File: src/rtl/mh_pkg.sv
package mh_pkg;

  typedef enum logic [1:0] {
    SZ_BYTE = 2'd0,
    SZ_HALF = 2'd1,
    SZ_WORD = 2'd2,
    SZ_RSVD = 2'd3
  } acc_size_e;

  // All three enables must agree for the line to live in the cache.
  function automatic logic is_cacheable(input logic xlat_on, input logic page_cach,
                                        input logic dcache_on);
    return xlat_on & page_cach & dcache_on;
  endfunction

  // Exact byte count for an uncached access; the reserved code reads a word.
  function automatic logic [2:0] size_bytes(input logic [1:0] sz);
    case (acc_size_e'(sz))
      SZ_BYTE: return 3'd1;
      SZ_HALF: return 3'd2;
      default: return 3'd4;
    endcase
  endfunction

endpackage

File: src/rtl/mh_fill_buf.sv
module mh_fill_buf #(
  parameter int FILL_N = 4,
  parameter int FIDX_W = 2,
  parameter int LINE_W = 27,
  parameter int WSEL_W = 3,
  parameter int TAG_W  = 5,
  parameter int BEATS  = 8
) (
  input  logic              clk,
  input  logic              rst_n,
  input  logic              alloc_en,
  input  logic [LINE_W-1:0] alloc_line,
  input  logic [WSEL_W-1:0] alloc_word,
  input  logic [TAG_W-1:0]  alloc_dest,
  input  logic              alloc_cach,
  input  logic [LINE_W-1:0] look_line,
  input  logic              beat_valid,
  input  logic [FIDX_W-1:0] beat_id,
  output logic              full,
  output logic [FIDX_W-1:0] free_idx,
  output logic              hit,
  output logic [FIDX_W-1:0] hit_idx,
  output logic              fill_done,
  output logic [LINE_W-1:0] beat_line,
  output logic [WSEL_W-1:0] beat_fword,
  output logic [TAG_W-1:0]  beat_dest,
  output logic              beat_cach
);

  localparam logic [WSEL_W-1:0] LAST_BEAT = WSEL_W'(BEATS - 1);

  logic [FILL_N-1:0] ent_vld, ent_cach;
  logic [LINE_W-1:0] ent_line [FILL_N];
  logic [WSEL_W-1:0] ent_word [FILL_N];
  logic [WSEL_W-1:0] ent_cnt  [FILL_N];
  logic [TAG_W-1:0]  ent_dest [FILL_N];

  assign beat_line  = ent_line[beat_id];
  assign beat_fword = ent_word[beat_id];
  assign beat_dest  = ent_dest[beat_id];
  assign beat_cach  = ent_cach[beat_id];
  assign full       = &ent_vld;

  // Uncached slots end on their only beat; cached ones on the last of the line.
  assign fill_done = beat_valid && ent_vld[beat_id] &&
                     (!ent_cach[beat_id] || ent_cnt[beat_id] == LAST_BEAT);

  // Line match ignores a slot retiring this very cycle.
  always_comb begin
    hit     = 1'b0;
    hit_idx = '0;
    for (int i = FILL_N - 1; i >= 0; i--) begin
      if (ent_vld[i] && ent_cach[i] && ent_line[i] == look_line &&
          !(fill_done && beat_id == FIDX_W'(i))) begin
        hit     = 1'b1;
        hit_idx = FIDX_W'(i);
      end
    end
  end

  always_comb begin
    free_idx = '0;
    for (int i = FILL_N - 1; i >= 0; i--) begin
      if (!ent_vld[i]) free_idx = FIDX_W'(i);
    end
  end

  always_ff @(posedge clk or negedge rst_n) begin
    if (!rst_n) begin
      ent_vld  <= '0;
      ent_cach <= '0;
      for (int i = 0; i < FILL_N; i++) begin
        ent_line[i] <= '0;
        ent_word[i] <= '0;
        ent_cnt[i]  <= '0;
        ent_dest[i] <= '0;
      end
    end else begin
      for (int i = 0; i < FILL_N; i++) begin
        if (fill_done && beat_id == FIDX_W'(i)) begin
          ent_vld[i] <= 1'b0;
          ent_cnt[i] <= '0;
        end else if (beat_valid && beat_id == FIDX_W'(i) && ent_vld[i]) begin
          ent_cnt[i] <= ent_cnt[i] + 1'b1;
        end
        if (alloc_en && free_idx == FIDX_W'(i)) begin
          ent_vld[i]  <= 1'b1;
          ent_cach[i] <= alloc_cach;
          ent_line[i] <= alloc_line;
          ent_word[i] <= alloc_word;
          ent_dest[i] <= alloc_dest;
          ent_cnt[i]  <= '0;
        end
      end
    end
  end

  // the top never allocates into a full table.
  a_r4_alloc_has_room: assert property (@(posedge clk) disable iff (!rst_n)
    alloc_en |-> !full);

  // memory only returns beats for live slots.
  a_r8_beat_to_live_slot: assert property (@(posedge clk) disable iff (!rst_n)
    beat_valid |-> ent_vld[beat_id]);

  // a completed slot is empty on the following cycle.
  a_r8_done_frees_slot: assert property (@(posedge clk) disable iff (!rst_n)
    fill_done |=> !ent_vld[$past(beat_id)]);

endmodule

File: src/rtl/mh_pend_buf.sv
module mh_pend_buf #(
  parameter int PEND_N = 4,
  parameter int PIDX_W = 2,
  parameter int FIDX_W = 2,
  parameter int ADDR_W = 32,
  parameter int TAG_W  = 5
) (
  input  logic              clk,
  input  logic              rst_n,
  input  logic              alloc_en,
  input  logic [FIDX_W-1:0] alloc_fidx,
  input  logic [ADDR_W-1:0] alloc_addr,
  input  logic [1:0]        alloc_size,
  input  logic [TAG_W-1:0]  alloc_dest,
  input  logic              fill_done,
  input  logic [FIDX_W-1:0] done_idx,
  output logic              full,
  output logic              rp_valid,
  output logic [ADDR_W-1:0] rp_addr,
  output logic [1:0]        rp_size,
  output logic [TAG_W-1:0]  rp_dest
);

  logic [PEND_N-1:0] pvld, prdy, cand, grant;
  logic [PIDX_W-1:0] free_idx;
  logic [FIDX_W-1:0] pfidx [PEND_N];
  logic [ADDR_W-1:0] paddr [PEND_N];
  logic [1:0]        psize [PEND_N];
  logic [TAG_W-1:0]  pdest [PEND_N];
  // older[k][j]: entry j was accepted before entry k.
  logic [PEND_N-1:0] older [PEND_N];

  assign full = &pvld;
  assign cand = pvld & prdy;

  // The one ready entry with no older ready entry wins.
  always_comb begin
    for (int k = 0; k < PEND_N; k++) begin
      grant[k] = cand[k] && ((cand & older[k]) == '0);
    end
  end

  always_comb begin
    rp_valid = |grant;
    rp_addr  = '0;
    rp_size  = '0;
    rp_dest  = '0;
    for (int k = 0; k < PEND_N; k++) begin
      if (grant[k]) begin
        rp_addr = rp_addr | paddr[k];
        rp_size = rp_size | psize[k];
        rp_dest = rp_dest | pdest[k];
      end
    end
  end

  always_comb begin
    free_idx = '0;
    for (int k = PEND_N - 1; k >= 0; k--) begin
      if (!pvld[k]) free_idx = PIDX_W'(k);
    end
  end

  always_ff @(posedge clk or negedge rst_n) begin
    if (!rst_n) begin
      pvld <= '0;
      prdy <= '0;
      for (int k = 0; k < PEND_N; k++) begin
        pfidx[k] <= '0;
        paddr[k] <= '0;
        psize[k] <= '0;
        pdest[k] <= '0;
        older[k] <= '0;
      end
    end else begin
      for (int k = 0; k < PEND_N; k++) begin
        if (grant[k]) begin
          pvld[k] <= 1'b0;
          prdy[k] <= 1'b0;
        end else if (fill_done && pvld[k] && pfidx[k] == done_idx) begin
          prdy[k] <= 1'b1;
        end
        if (alloc_en) older[k][free_idx] <= 1'b0;
        if (alloc_en && free_idx == PIDX_W'(k)) begin
          pvld[k]  <= 1'b1;
          prdy[k]  <= 1'b0;
          pfidx[k] <= alloc_fidx;
          paddr[k] <= alloc_addr;
          psize[k] <= alloc_size;
          pdest[k] <= alloc_dest;
          older[k] <= pvld & ~grant;
        end
      end
    end
  end

  // at most one parked load leaves per cycle.
  a_r9_one_replay: assert property (@(posedge clk) disable iff (!rst_n)
    $onehot0(grant));

  // the top never parks into a full list.
  a_r4_pend_has_room: assert property (@(posedge clk) disable iff (!rst_n)
    alloc_en |-> !full);

  // an entry becomes eligible only because a fill just finished.
  for (genvar g = 0; g < PEND_N; g++) begin : g_rdy_chk
    a_r9_ready_after_fill: assert property (@(posedge clk) disable iff (!rst_n)
      $rose(prdy[g]) |-> $past(fill_done));
  end

endmodule

File: src/rtl/mh_miss_handler.sv
module mh_miss_handler #(
  parameter int ADDR_W     = 32,
  parameter int LINE_BYTES = 32,
  parameter int WORD_BYTES = 4,
  parameter int FILL_N     = 4,
  parameter int PEND_N     = 4,
  parameter int TAG_W      = 5,
  localparam int DATA_W  = 8 * WORD_BYTES,
  localparam int BEATS   = LINE_BYTES / WORD_BYTES,
  localparam int OFF_W   = $clog2(LINE_BYTES),
  localparam int WB_W    = $clog2(WORD_BYTES),
  localparam int WSEL_W  = OFF_W - WB_W,
  localparam int LINE_W  = ADDR_W - OFF_W,
  localparam int BYTES_W = OFF_W + 1,
  localparam int FIDX_W  = $clog2(FILL_N),
  localparam int PIDX_W  = $clog2(PEND_N)
) (
  input  logic              clk,
  input  logic              rst_n,
  input  logic              req_valid,
  input  logic [ADDR_W-1:0] req_addr,
  input  logic [1:0]        req_size,
  input  logic [TAG_W-1:0]  req_dest,
  input  logic              req_xlat_on,
  input  logic              req_page_cach,
  input  logic              req_dcache_on,
  output logic              stall,
  output logic              mrq_valid,
  output logic [ADDR_W-1:0] mrq_addr,
  output logic [BYTES_W-1:0] mrq_bytes,
  output logic [FIDX_W-1:0] mrq_id,
  input  logic              mrt_valid,
  input  logic [FIDX_W-1:0] mrt_id,
  input  logic [WSEL_W-1:0] mrt_word,
  input  logic [DATA_W-1:0] mrt_data,
  output logic              cw_en,
  output logic [LINE_W-1:0] cw_line,
  output logic [WSEL_W-1:0] cw_word,
  output logic [DATA_W-1:0] cw_data,
  output logic              wb_valid,
  output logic [TAG_W-1:0]  wb_dest,
  output logic [DATA_W-1:0] wb_data,
  output logic              rp_valid,
  output logic [ADDR_W-1:0] rp_addr,
  output logic [1:0]        rp_size,
  output logic [TAG_W-1:0]  rp_dest
);

  function automatic logic [LINE_W-1:0] line_of(input logic [ADDR_W-1:0] a);
    return a[ADDR_W-1:OFF_W];
  endfunction

  function automatic logic [WSEL_W-1:0] word_of(input logic [ADDR_W-1:0] a);
    return a[OFF_W-1:WB_W];
  endfunction

  // Named internal events.
  logic              req_cach, accept, f_alloc, p_alloc;
  logic              f_full, p_full, f_hit, f_done;
  logic [FIDX_W-1:0] f_free, f_hit_idx;
  logic [LINE_W-1:0] b_line;
  logic [WSEL_W-1:0] b_fword;
  logic [TAG_W-1:0]  b_dest;
  logic              b_cach;

  assign req_cach = mh_pkg::is_cacheable(req_xlat_on, req_page_cach, req_dcache_on);
  assign stall    = f_full | p_full;
  assign accept   = req_valid & ~stall;
  assign f_alloc  = accept & ~(req_cach & f_hit);
  assign p_alloc  = accept & req_cach & f_hit;

  assign mrq_valid = f_alloc;
  assign mrq_id    = f_free;
  assign mrq_addr  = req_cach ? {line_of(req_addr), {OFF_W{1'b0}}} : req_addr;
  assign mrq_bytes = req_cach ? BYTES_W'(LINE_BYTES)
                              : BYTES_W'(mh_pkg::size_bytes(req_size));

  assign cw_en   = mrt_valid & b_cach;
  assign cw_line = b_line;
  assign cw_word = mrt_word;
  assign cw_data = mrt_data;

  assign wb_valid = mrt_valid & (~b_cach | (mrt_word == b_fword));
  assign wb_dest  = b_dest;
  assign wb_data  = mrt_data;

  mh_fill_buf #(
    .FILL_N(FILL_N), .FIDX_W(FIDX_W), .LINE_W(LINE_W),
    .WSEL_W(WSEL_W), .TAG_W(TAG_W), .BEATS(BEATS)
  ) u_fill (
    .clk        (clk),
    .rst_n      (rst_n),
    .alloc_en   (f_alloc),
    .alloc_line (line_of(req_addr)),
    .alloc_word (word_of(req_addr)),
    .alloc_dest (req_dest),
    .alloc_cach (req_cach),
    .look_line  (line_of(req_addr)),
    .beat_valid (mrt_valid),
    .beat_id    (mrt_id),
    .full       (f_full),
    .free_idx   (f_free),
    .hit        (f_hit),
    .hit_idx    (f_hit_idx),
    .fill_done  (f_done),
    .beat_line  (b_line),
    .beat_fword (b_fword),
    .beat_dest  (b_dest),
    .beat_cach  (b_cach)
  );

  mh_pend_buf #(
    .PEND_N(PEND_N), .PIDX_W(PIDX_W), .FIDX_W(FIDX_W),
    .ADDR_W(ADDR_W), .TAG_W(TAG_W)
  ) u_pend (
    .clk        (clk),
    .rst_n      (rst_n),
    .alloc_en   (p_alloc),
    .alloc_fidx (f_hit_idx),
    .alloc_addr (req_addr),
    .alloc_size (req_size),
    .alloc_dest (req_dest),
    .fill_done  (f_done),
    .done_idx   (mrt_id),
    .full       (p_full),
    .rp_valid   (rp_valid),
    .rp_addr    (rp_addr),
    .rp_size    (rp_size),
    .rp_dest    (rp_dest)
  );

  // nothing reaches memory while the handler is stalling.
  a_r4_stall_no_issue: assert property (@(posedge clk) disable iff (!rst_n)
    stall |-> !mrq_valid);

  // a parked load never also goes to memory.
  a_r5_merge_no_issue: assert property (@(posedge clk) disable iff (!rst_n)
    p_alloc |-> !mrq_valid);

  // writeback only ever accompanies a memory beat.
  a_r6_wb_needs_beat: assert property (@(posedge clk) disable iff (!rst_n)
    wb_valid |-> mrt_valid);

  // a cache write never happens without returning data.
  a_r7_cw_needs_beat: assert property (@(posedge clk) disable iff (!rst_n)
    cw_en |-> mrt_valid);

endmodule

File: config.mk
export PLATFORM = sky130hd
export DESIGN_NAME = mh_miss_handler
export DESIGN_NICKNAME = d
export VERILOG_FILES = /design/src/rtl/mh_pkg.sv /design/src/rtl/mh_fill_buf.sv /design/src/rtl/mh_pend_buf.sv /design/src/rtl/mh_miss_handler.sv
export SDC_FILE = /design/constraint.sdc
export NUM_CORES = 1
export LEC_CHECK = 0
export ABC_CLOCK_PERIOD_IN_PS = 2720
export BUFFER_PORTS_ARGS = -buffer_cell sky130_fd_sc_hd__buf_2
export CAP_MARGIN = 10
export CELL_PAD_IN_SITES_DETAIL_PLACEMENT = 1
export CELL_PAD_IN_SITES_GLOBAL_PLACEMENT = 1
export CORE_AREA = 2 2 191 268
export CTS_BUF_LIST = sky130_fd_sc_hd__clkbuf_4 sky130_fd_sc_hd__clkbuf_8
export CTS_CLUSTER_SIZE = 25
export DETAILED_ROUTE_END_ITERATION = 7
export DIE_AREA = 0 0 193 270
export HOLD_SLACK_MARGIN = 0.03
export PLACE_DENSITY = 0.7
export SYNTH_ARGS = -nofsm -noshare
export SYNTH_HDL_FRONTEND = slang
export SYNTH_SLANG_ARGS = --single-unit
File: constraint.sdc
create_clock -name clk -period 2.72 [get_ports clk]
set_input_delay 0.272 -clock clk [delete_from_list [all_inputs] [get_ports clk]]
set_output_delay 0.272 -clock clk [all_outputs]
set_load 0.005 [all_outputs]
# Word-level counts from Yosys, hierarchy flattened
# Index checks and enable logic that the tools add are counted.
word_totals:
  register_bits: 348
  in_bits: 83
  out_inout_bits: 183
  word_cells: 297
classes:
  addsub: 4
  magnitude_cmp: 4
  n_eq_ne: 20
  n_mux: 97
  n_bitwise: 36
  reduce_logical: 84
ops:
  columns: ["operator", "n"]
  rows:
  - ["$mux 32", 4]
  - ["$eq 27x27->1", 4]
  - ["$or 32x32->32", 3]
  - ["$bmux 27 s2", 1]
  - ["$mux 27", 2]
  - ["$mux 3", 16]
  - ["$logic_and 1x1->1", 47]
  - ["$and 4x4->4", 10]
  - ["$mux 1", 35]
  - ["$mux 5", 7]
  - ["$mux 2", 16]
  - ["$mux 4", 8]
  - ["$reduce_bool 2->1", 12]
  - ["$reduce_bool 3->1", 8]
  - ["$logic_not 4->1", 4]
  - ["$or 5x5->5", 3]
  - ["$add 3x1->3 const B", 4]
  - ["$bmux 3 s2", 2]
  - ["$eq 2x2->1 const B", 6]
  - ["$bmux 5 s2", 1]
  - ["$and 1x1->1", 9]
  - ["$eq 2x1->1 const B", 4]
  - ["$eq 2x2->1", 4]
  - ["$logic_not 2->1", 4]
  - ["18 further kinds", 31]

# Longest topological paths before layout
logic_depth:
  ltp_word: 19
  ltp_mapped: 11
  ltp_nobuf: 7

# By module
# A second synthesis with hierarchy kept.
hier_totals:
  hier_cells: 1524
  hier_area_um2: 17914.7
by_module_without_submodules:
  columns: ["mod", "instances", "cells_each", "area_each_um2", "seq_area_each_um2"]
  rows:
  - ["mh_fill_buf", 1, 627, 8817.2, 4003.8]
  - ["mh_pend_buf", 1, 778, 8206.6, 4704.5]
  - ["mh_miss_handler", 1, 119, 890.9, 0.0]

# Worst setup path before layout
# No wires, ideal clock.
synth_timing:
  path_kind: "register -> register"
  start: "register u_fill.ent_line[7] in the netlist's numbering"
  end: "register u_pend.paddr[10] in the netlist's numbering"
  setup_time_ns: 0.125
  arrival_time_ns: 2.831
  t_required_ns: 2.595
  path_slack_ns: -0.236
  path_stages_with_launch: 11
  path_buffers: 3
  synth_period_minus_slack_ns: 2.956
  path_cell_list: "dfrtp_1 > nor2b_1 > a2111o_1 > or4_4 > a2111oi_4 > o41a_1 > buf_4 > and3_1 > buf_6 > buf_12 > mux2_4"
synth_via:
  elab_chain_len: 9
synth_lines:
  columns: ["item", "line_no", "text"]
  rows:
  - ["from (decl)", "mh_fill_buf.sv:33", "logic [LINE_W-1:0] ent_line [FILL_N];"]
  - ["from (signal, indexed assignment)", "mh_fill_buf.sv:89", "ent_line[i] <= alloc_line;"]
  - ["$eq 27x27->1", "mh_fill_buf.sv:53", "if (ent_vld[i] && ent_cach[i] && ent_line[i] == look_line &&"]
  - ["$logic_and 1x1->1 (2 in series)", "mh_fill_buf.sv:53", null]
  - ["$mux 1 (4 in series)", "mh_fill_buf.sv:53", null]
  - ["$and 1x1->1", "mh_miss_handler.sv:70", "assign p_alloc = accept & req_cach & f_hit;"]
  - ["$logic_and 1x1->1", "mh_pend_buf.sv:84", "if (alloc_en && free_idx == PIDX_W'(k)) begin"]
  - ["to (signal, indexed assignment)", "mh_pend_buf.sv:88", "paddr[k] <= alloc_addr;"]
  - ["to (decl)", "mh_pend_buf.sv:27", "logic [ADDR_W-1:0] paddr [PEND_N];"]
# Every way passes these cells.
# A chain may end at the register's enable or synchronous reset.

# Worst setup path after layout
layout_timing:
  start: "register u_fill.ent_line[106] in the netlist's numbering"
  end: "output port mrq_valid"
layout_via:
  elab_chain_len: 7
layout_lines:
  columns: ["item", "line_no", "text"]
  rows:
  - ["$eq 27x27->1", "mh_fill_buf.sv:53", null]
  - ["$logic_and 1x1->1 (2 in series)", "mh_fill_buf.sv:53", null]
  - ["$mux 1", "mh_fill_buf.sv:53", null]
  - ["$and 1x1->1", "mh_miss_handler.sv:69", "assign f_alloc = accept & ~(req_cach & f_hit);"]
  - ["$not 1->1", "mh_miss_handler.sv:69", null]
  - ["$and 1x1->1", "mh_miss_handler.sv:69", null]
  - ["to (decl)", "mh_miss_handler.sv:28", "output logic mrq_valid,"]
# Every way passes these cells.

==> results.cfg <==
[outcome]
run_status = finished, violations left
violations = negative setup slack

[floorplanning]
std_cell_rows = 97
coreArea_um2 = 49800
dieArea_um2 = 52100
io_pins = 266
die_w_um = 193
initial_core_util = 0.356
die_h_um = 270

[yosys]
ys.flop_type = dfrtp_1
synth-edff-count = 0
synth_top_area_share = 0.492
syn_inst = 1325
synth_area_leader_cell = dfrtp_1
ys_seq_area_frac = 0.492
ys_warn_count = 0
synthArstFlopShare = 1.00
syn_area_um2 = 17700
ys_ff_latch = 348
synth_cell_types = 64
netlist_top_cells_area = dfrtp_1 (49%), mux2_2 (14%), mux4_2 (5.0%)
syn_avg_cell_area_um2 = 13.4

[placement]
io_buffer_count = 167
dp_hpwl_mm = 38.7
gp_congestion = 0.868
dp.cells = 2183
post-place-ws_ps = -630

[finish]
most-common-layout-cells = dfrtp_1 (347), buf_4 (243), buf_2 (165)
num-nets-final = 1774
area_growth_pct = 33.0
layout_commonest_cell = dfrtp_1
fill_cells = 5068
layout-drive-gt1-share = 0.560
final_util = 0.473
stdcell_count = 2377

[timing]
grt_setup_unrepaired = yes
fin_ws_ps = -741
clock_skew_ps = 39.4
slew_headroom = 0.500
timing.final.crit_share = 1.27
slew_violations = 0
fmax_mhz = 289
finalSetupTns_ps = -163930
final-hold-violation-count = 0
hold-worst-slack_ps = 46.2
setup_viol = 389
finalCriticalPeriod_ps = 3460
tightestPinTransition_ps = 744

[setup_path]
reg2reg_from = u_fill.ent_line[106]
cp-end-kind = output port
slowest_delay_ps = 560
worstSetupStartpoint = u_fill.ent_line[106]
ff2ff_path_depth = 15
cp_common_cell = buf_4
startpoint_type = register
worst_path_max_delay_cell = or4_4
cp_num_buf_inv = 5
crit_cells = 11
r2r_slack_ps = -700
crit_type = reg2out
critPathTopFamily = simple AND/OR/NAND/NOR gates
required_ps = 2450
path_max_fanout = 4
arrival_ps = 3190
worstPathCellList = xnor2_1, buf_4, nand4_1, or4_4, nor4_4, buf_4, o41a_1, buf_6, buf_4, nor2_4, buf_2
r2r-end = u_pend.paddr[93]
crit_end = mrq_valid

[drt]
routed_wl_mm = 64.4
via_per_inst = 5.44
wire_per_inst_um = 27.1
drc = 0
via_count = 12900
ant_nets = 0
dr.pass1.iters = 5
drtIter0Drc = 739

[global_routing]
grt_max_degree = 95
grt_pass1_wl_mm = 91.1
gr-total-overflow = 0
grt_antenna_before_repair = 1
grt_usage = 0.233
grt_pass1_vias = 14300

[pwr]
vdd_drop_max_mv = 0.419
power_density_nw_per_um2 = 880
p_leak_nw = 11.2

[min_path]
hold_class = in2reg

[clocking]
ctsLongestPathBuffers = 3
cts_made_buffers = 58
clock_latency_ps = 650
clkSlewWorstSetupHoldPaths_ps = 60
cts_root_buffer = clkbuf_8
cts_sinks = 348
h-tree-depth = 2
cts_tree = done

[job]
drv_cap = 0
-- report_power, final --
group          total [mW]  internal [mW]  switching (mW)
Clock                5.24           2.95            2.29
Sequential           7.39           6.42           0.965
Combinational        8.09           4.52            3.57
-- routing by layer --
layer | vias to the layer above | GRT usage | share of wire
li1 | 5456 | - | -
met1 | 6863 | 0.277 | 0.38
met2 | 431 | 0.412 | 0.52
met3 | 177 | 0.0278 | 0.045
met4 | 0 | 0.110 | 0.055
met5 | - | 0 | 0
-- logic make-up after synthesis --
group	count (synthesis)	share of synthesized area
DFF	348	0.492
and+or+nand+nor	156	0.0506
other	1	0.000212
buffers and inverters	206	0.0722
xor gates and xnor gates	120	0.0594
AOI/OAI and AO/OA	145	0.0703
muxes	345	0.253
adders and majority gates	4	0.00283
-- metrics by stage --
stage / instance area, µm² / power (mW)
after global placement: 20500 / 14.2
final: 23500 / 20.7
after floorplan: 18000 / 10.9
after CTS: 22800 / 20.0
after global routing: 23500 / 21.6
after detailed placement: 20500 / 14.5
-- registers in the layout (all words and copies together), names as in the netlist --
name	flops
u_pend.older	16
u_pend.psize	8
u_fill.ent_cach	4
u_pend.prdy	4
u_fill.ent_dest	20
u_fill.ent_line	108
u_pend.pdest	20
u_fill.ent_vld	4
u_fill.ent_cnt	12
u_pend.pfidx	8
u_pend.pvld	4
u_pend.paddr	128
u_fill.ent_word	12
-- final cells by class --
type                    instances  area (µm²)  area share
diodes                          1        2.50    0.000106
multi-input cells             772        8440       0.358
clock inverters                15         161     0.00686
clock buffers                  91        1140      0.0484
inverters                      14        52.6     0.00223
flip-flops and latches        348        8710       0.370
well taps                     643         805      0.0342
repair buffers                493        4230       0.180
-- how the worst min path moves through the flow --
stage	startpoint	depth (start not counted)	slack, ps	endpoint
3_5_place_dp	rst_n	1	270	u_pend.paddr[76]
2_1_floorplan	rst_n	0	-20	u_fill.ent_cach[0]
5_1_grt	req_addr[26]	2	40	u_fill.ent_line[102]
4_1_cts	req_addr[26]	2	30	u_fill.ent_line[102]
6_report	req_addr[26]	2	50	u_fill.ent_line[102]
3_3_place_gp	rst_n	1	270	u_pend.paddr[77]
-- synthesized netlist by cell type, drive strengths merged (18+ instances only) --
master / n
mux4: 39
nand2: 27
clkbuf: 51
xnor2: 59
xor2: 61
a22o: 47
a21oi: 19
mux2: 303
nor3: 18
buf: 141
a221o: 39
nand3: 19
dfrtp: 348
-- worst reg2reg max path, stage by stage, from the launching register on --
cell	delay (ps)
dfrtp_1	390
xnor2_1	190
buf_4	160
nand4_1	160
or4_4	560
nor4_4	200
buf_4	170
o41a_1	260
buf_6	140
buf_4	100
buf_6	100
nand3_4	120
buf_4	190
buf_6	110
buf_16	130
mux2_1	310
-- what timing repair did --
item / CTS / global route
gates cloned: 19 / 10
pin swaps: 13 / 3
resized for setup: 49 / 101
setup endpoints to repair: 384 / 388
hold buffers: 15 / 0
endpoints found under the hold margin: 96 / 0
buffers inserted: 30 / 18
Note: power is estimated with default switching activity, not from simulation.
